$ cat config.mk
export PLATFORM = sky130hd
export DESIGN_NAME = tot_edge_mux
export DESIGN_NICKNAME = d
export VERILOG_FILES = /design/src/rtl/tot_edge_mux.sv
export SDC_FILE = /design/constraint.sdc
export NUM_CORES = 1
export LEC_CHECK = 0
export BUFFER_PORTS_ARGS = -buffer_cell sky130_fd_sc_hd__buf_4
export CORE_MARGIN = 3
export CORE_UTILIZATION = 60
export DETAILED_ROUTE_END_ITERATION = 12
export HOLD_SLACK_MARGIN = 0.1
export PLACE_DENSITY = 0.88
export SYNTH_ARGS = -nofsm -noshare
export SYNTH_HDL_FRONTEND = slang
export SYNTH_SLANG_ARGS = --single-unit
$ cat constraint.sdc
create_clock -name clk -period 13.25 [get_ports clk]
set_input_delay 1.325 -clock clk [delete_from_list [all_inputs] [get_ports clk]]
set_output_delay 1.325 -clock clk [all_outputs]
set_load 0.01 [all_outputs]
$ cat src/rtl/tot_edge_mux.sv
module tot_edge_mux #(
  parameter int NCH   = 8,
  parameter int TW    = 12,
  parameter int DEPTH = 16
) (
  input  logic                                  clk,
  input  logic                                  rst_n,
  input  logic [NCH-1:0]                        lo_cmp,
  input  logic [NCH-1:0]                        hi_cmp,
  output logic                                  rd_valid,
  input  logic                                  rd_ready,
  output logic [$clog2(NCH)+2+TW-1:0]           rd_data,
  output logic                                  overflow
);
  localparam int CHW = $clog2(NCH);
  localparam int RW  = CHW + 2 + TW;
  localparam int AW  = $clog2(DEPTH);
  localparam int CW  = AW + 1;

  logic [NCH-1:0] lo_m, lo_s, hi_m, hi_s;
  logic [NCH-1:0] lo_prev, hi_prev;
  logic [CHW-1:0] slot;
  logic [TW-1:0]  tnow;
  logic [RW-1:0]  mem [DEPTH];
  logic [AW-1:0]  wp, rp;
  logic [CW-1:0]  cnt;

  wire lo_now = lo_s[slot];
  wire hi_now = hi_s[slot];
  wire lo_was = lo_prev[slot];
  wire hi_was = hi_prev[slot];

  wire want_lo = lo_now ^ lo_was;
  wire want_hi = (hi_now ^ hi_was) & (lo_now | lo_was);

  wire [RW-1:0] lo_rec = {slot, 1'b0, lo_now, tnow};
  wire [RW-1:0] hi_rec = {slot, 1'b1, hi_now, tnow};

  wire [CW-1:0] room   = CW'(DEPTH) - cnt;
  wire          acc_lo = want_lo && (room != '0);
  wire          acc_hi = want_hi && (room > (acc_lo ? CW'(1) : CW'(0)));
  wire          drop   = (want_lo && !acc_lo) || (want_hi && !acc_hi);
  wire          pop    = rd_valid && rd_ready;

  assign rd_valid = (cnt != '0);
  assign rd_data  = mem[rp];

  always_ff @(posedge clk) begin
    if (!rst_n) begin
      lo_m <= '0; lo_s <= '0; hi_m <= '0; hi_s <= '0;
    end else begin
      lo_m <= lo_cmp; lo_s <= lo_m;
      hi_m <= hi_cmp; hi_s <= hi_m;
    end
  end

  always_ff @(posedge clk) begin
    if (!rst_n) begin
      slot    <= '0;
      tnow    <= '0;
      lo_prev <= '0;
      hi_prev <= '0;
    end else begin
      lo_prev[slot] <= lo_now;
      hi_prev[slot] <= hi_now;
      if (slot == CHW'(NCH - 1)) begin
        slot <= '0;
        tnow <= tnow + 1'b1;
      end else begin
        slot <= slot + 1'b1;
      end
    end
  end

  always_ff @(posedge clk) begin
    if (acc_lo) mem[wp] <= lo_rec;
    if (acc_hi) mem[wp + AW'(acc_lo)] <= hi_rec;
  end

  always_ff @(posedge clk) begin
    if (!rst_n) begin
      wp       <= '0;
      rp       <= '0;
      cnt      <= '0;
      overflow <= 1'b0;
    end else begin
      wp  <= wp + AW'(acc_lo) + AW'(acc_hi);
      rp  <= rp + AW'(pop);
      cnt <= cnt + CW'(acc_lo) + CW'(acc_hi) - CW'(pop);
      if (drop) overflow <= 1'b1;
    end
  end
endmodule

==> flow_summary_export.csv <==
group,metric,value,unit
power,clock_power_share,37.0,%
worst_setup_path,path_max_fanout,32,
clocking,clk_pin_slew_worst_paths,0.06,ns
worst_setup_path,crit_buf_inv,3,
power,switchingPower,0.000707,W
clocking,cts_tree,"yes",
sta,maxSlewViolCount,0,
logic_synthesis,synth_xor_area_share,1.45,%
route,antenna_violating_nets_post_route,0,
logic_synthesis,synth_compound_area_share,5.02,%
floorplan,io_pins,38,
power,power_frac_comb,17.1,%
route,drc,0,
finish,fin_util,67.4,%
logic_synthesis,ys_ff_latch,349,
logic_synthesis,syn_inst,1162,
grt,grt_max_degree,78,
finish,nFillCells,1715,
power,swShare,25.9,%
power,power.share.sequential,45.8,%
floorplan,core_area,0.0264,mm²
worst_setup_path,cp-end-kind,"flip-flop",
sta,period_needed,5.62,ns
grt,grt_antenna_before_repair,0,
placement,port_buffers,37,
route,routed_wl,32.3,mm
sta,rsz0062_at_grt,"no",
power,p_leak,6.10,nW
power,fin_total_pwr,0.00273,W
worst_setup_path,crit_slowest_cell,"dfxtp_1",
power,internal_power,0.00203,W
floorplan,die_h,171,µm
finish,area_growth,8.72,%
route,first_pass_iters,5,
sta,timing.final.hold_violations,0,
outcome,outcome,"complete, no violations",
clocking,clockRootBuffer,"clkbuf_16",
power,ir_drop,0.129,mV
worst_setup_path,critPathKind,"flip-flop to flip-flop",
worst_setup_path,cp_cell_sequence,"nor2_1 -> a221oi_1 -> nand2_1 -> inv_1 -> ha_1 -> nand2b_1 -> inv_1 -> ha_1 -> nor2_1 -> nor3_1 -> a311oi_2 -> and3b_1 -> a21boi_2 -> inv_1",
worst_hold_path,hp-class,"flip-flop to flip-flop",
logic_synthesis,syn_nets,1202,
sta,fin_worst_skew,0.0252,ns
logic_synthesis,synth_top_family_by_area,"simple AND/OR/NAND/NOR gates",
route,vias_per_cell,6.16,
clocking,clkLatencyLatePin,0.53,ns
placement,post-dp-hpwl,18.7,mm
worst_setup_path,worstSetupStartpointType,"flip-flop",
logic_synthesis,synth_top_area_share,46.9,%
clocking,hold_buffers,0,
finish,drive_above_1_share,20.1,%
finish,n_antenna_cell,0,
sta,setup_violations,0,
floorplan,die_width,171,µm
logic_synthesis,synth-simple-area-share,16.7,%
grt,grt_pass1_vias,9522,
sta,finalSetupTns,0,ns
sta,fmax,178,MHz
clocking,cts_buffers,36,
worst_setup_path,path_delay_family,"buffers and inverters",
sta,fin_crit_sh,42.4,%
logic_synthesis,syn_area,0.0164,mm²
logic_synthesis,yosysSeqAreaShare,58.3,%
finish,multiInputGateArea,0.00624,mm²
worst_setup_path,worstPathArrival,5.77,ns
logic_synthesis,synth.distinct_cells,63,
logic_synthesis,synthMuxAreaShare,13.2,%
route,num_vias,9332,
finish,mostFrequentLayoutCell,"and2_1",
worst_setup_path,crit_required,13.40,ns
floorplan,fp-row-count,59,
logic_synthesis,ys_warn_count,0,
sta,relSlewSlack,22.0,%
finish,regArea,0.00955,mm²
finish,nNetsFinal,1193,
logic_synthesis,synth_area_leaders,"edfxtp_1 (47%), mux4_2 (12%), dfxtp_1 (11%)",
placement,gp_congestion,0.876,
clocking,post_cts_buffers,0,
sta,tightestPinTransition,1.17,ns
finish,mostFrequentLayoutCells,"and2_1 (274), edfxtp_1 (256), dfxtp_1 (91)",
clocking,h-tree-depth,2,
clocking,cts_buffer_depth,3,
logic_synthesis,synth-edff-count,256,
worst_setup_path,critPathMostFrequentCell,"inv_1",
grt,grtUsageTotal,22.5,%
power,power.density,153,mW/mm²
floorplan,start_util,62.0,%
placement,dp.cells,1450,
clocking,clock_sinks,349,
worst_setup_path,slowest_delay,0.94,ns
grt,grt_pass1_wl,51.0,mm
route,drtIter0Drc,1002,
route,wl_per_cell,21.3,µm
floorplan,die_area,0.0293,mm²
clocking,post_cts_resized,0,
finish,fin_cells,1515,
logic_synthesis,synthFlopType,"edfxtp_1",
logic_synthesis,syn_area_per_cell,14.1,µm²
job,max-cap-violations,0,
logic_synthesis,yosys.area.top_type,"edfxtp_1",
logic_synthesis,synthAdderAreaFrac,1.70,%
grt,grt_overflow_total,0,
logic_synthesis,async_reset_ff_share,0,%
==> power groups by stage <==
stage               combinational (W)  clock (W)  sequential [W]
floorplan                    0.000385          0         0.00123
global placement             0.000458          0         0.00128
detailed placement           0.000466          0         0.00128
CTS                          0.000470    0.00102         0.00125
global route                 0.000506    0.00106         0.00126
finish                       0.000468    0.00101         0.00125
==> synth_stat cells (all sizes together), types with 19 or more instances <==
master and number:
and2 279, edfxtp 256, dfxtp 93, mux4 87, clkbuf 51, buf 43
nand2 41, o21ai 39, nor2b 29, nor2 26, xnor2 20, ha 19
==> stage by stage <==
step | worst slack (ns) | hold WS, ns | area, µm²
after floorplan | 8.76 | 0.412 | 16400
after global placement | 7.99 | 0.418 | 16600
after detailed placement | 7.76 | 0.419 | 16600
after CTS | 7.68 | 0.434 | 17800
after global routing | 7.13 | 0.447 | 17800
final | 7.63 | 0.428 | 17800
==> final timing paths <==
check / to / depth (start not counted) / slack [ns] / start
worst min register to register: lo_s[0]$_SDFF_PN0_ / 1 / 0.43 / lo_m[0]$_SDFF_PN0_
worst min-delay path: lo_s[0]$_SDFF_PN0_ / 1 / 0.43 / lo_m[0]$_SDFF_PN0_
worst max register to register: mem[1][11]$_DFFE_PP_ / 14 / 7.63 / slot[2]$_SDFF_PP0_
worst max-delay path: mem[1][11]$_DFFE_PP_ / 14 / 7.63 / slot[2]$_SDFF_PP0_
==> kinds of logic (layout without fill, tap and decap cells) <==
group | Yosys count | after routing
xor gates and xnor gates | 25 | 25
and+or+nand+nor | 451 | 451
DFF | 349 | 349
adders and majority gates | 21 | 21
muxes | 107 | 107
buffers and inverters | 112 | 130
AOI/OAI and AO/OA | 97 | 97
==> worst register-to-register path, stage by stage, from the launching register on <==
cell	delay (ns)
dfxtp_1	0.94
nor2_1	0.17
a221oi_1	0.30
nand2_1	0.14
inv_1	0.70
ha_1	0.41
nand2b_1	0.11
inv_1	0.08
ha_1	0.29
nor2_1	0.04
nor3_1	0.32
a311oi_2	0.27
and3b_1	0.29
a21boi_2	0.63
inv_1	0.54
==> per-layer routing <==
metal	global-route usage (%)	up-vias	part of all wire (%)
met1	29.7	4691	40
met3	3.88	62	6.6
met4	8.15	0	2.9
met5	0	-	0
li1	-	4211	-
met2	38.0	368	51
==> sequential cells by signal (all words and copies together), names as in the netlist, 8 cells and up <==
name     flops
hi_prev      8
tnow        12
hi_m         8
lo_s         8
mem        272
lo_prev      8
lo_m         8
hi_s         8
==> layout make-up <==
class / instances / area share (%)
flip-flops and latches: 349 / 53.6
multi-input cells: 701 / 35.0
clock buffers: 46 / 5.55
well taps: 335 / 2.35
repair buffers: 47 / 1.98
clock inverters: 19 / 1.11
inverters: 18 / 0.379
Power figures use the tool's default switching activity.
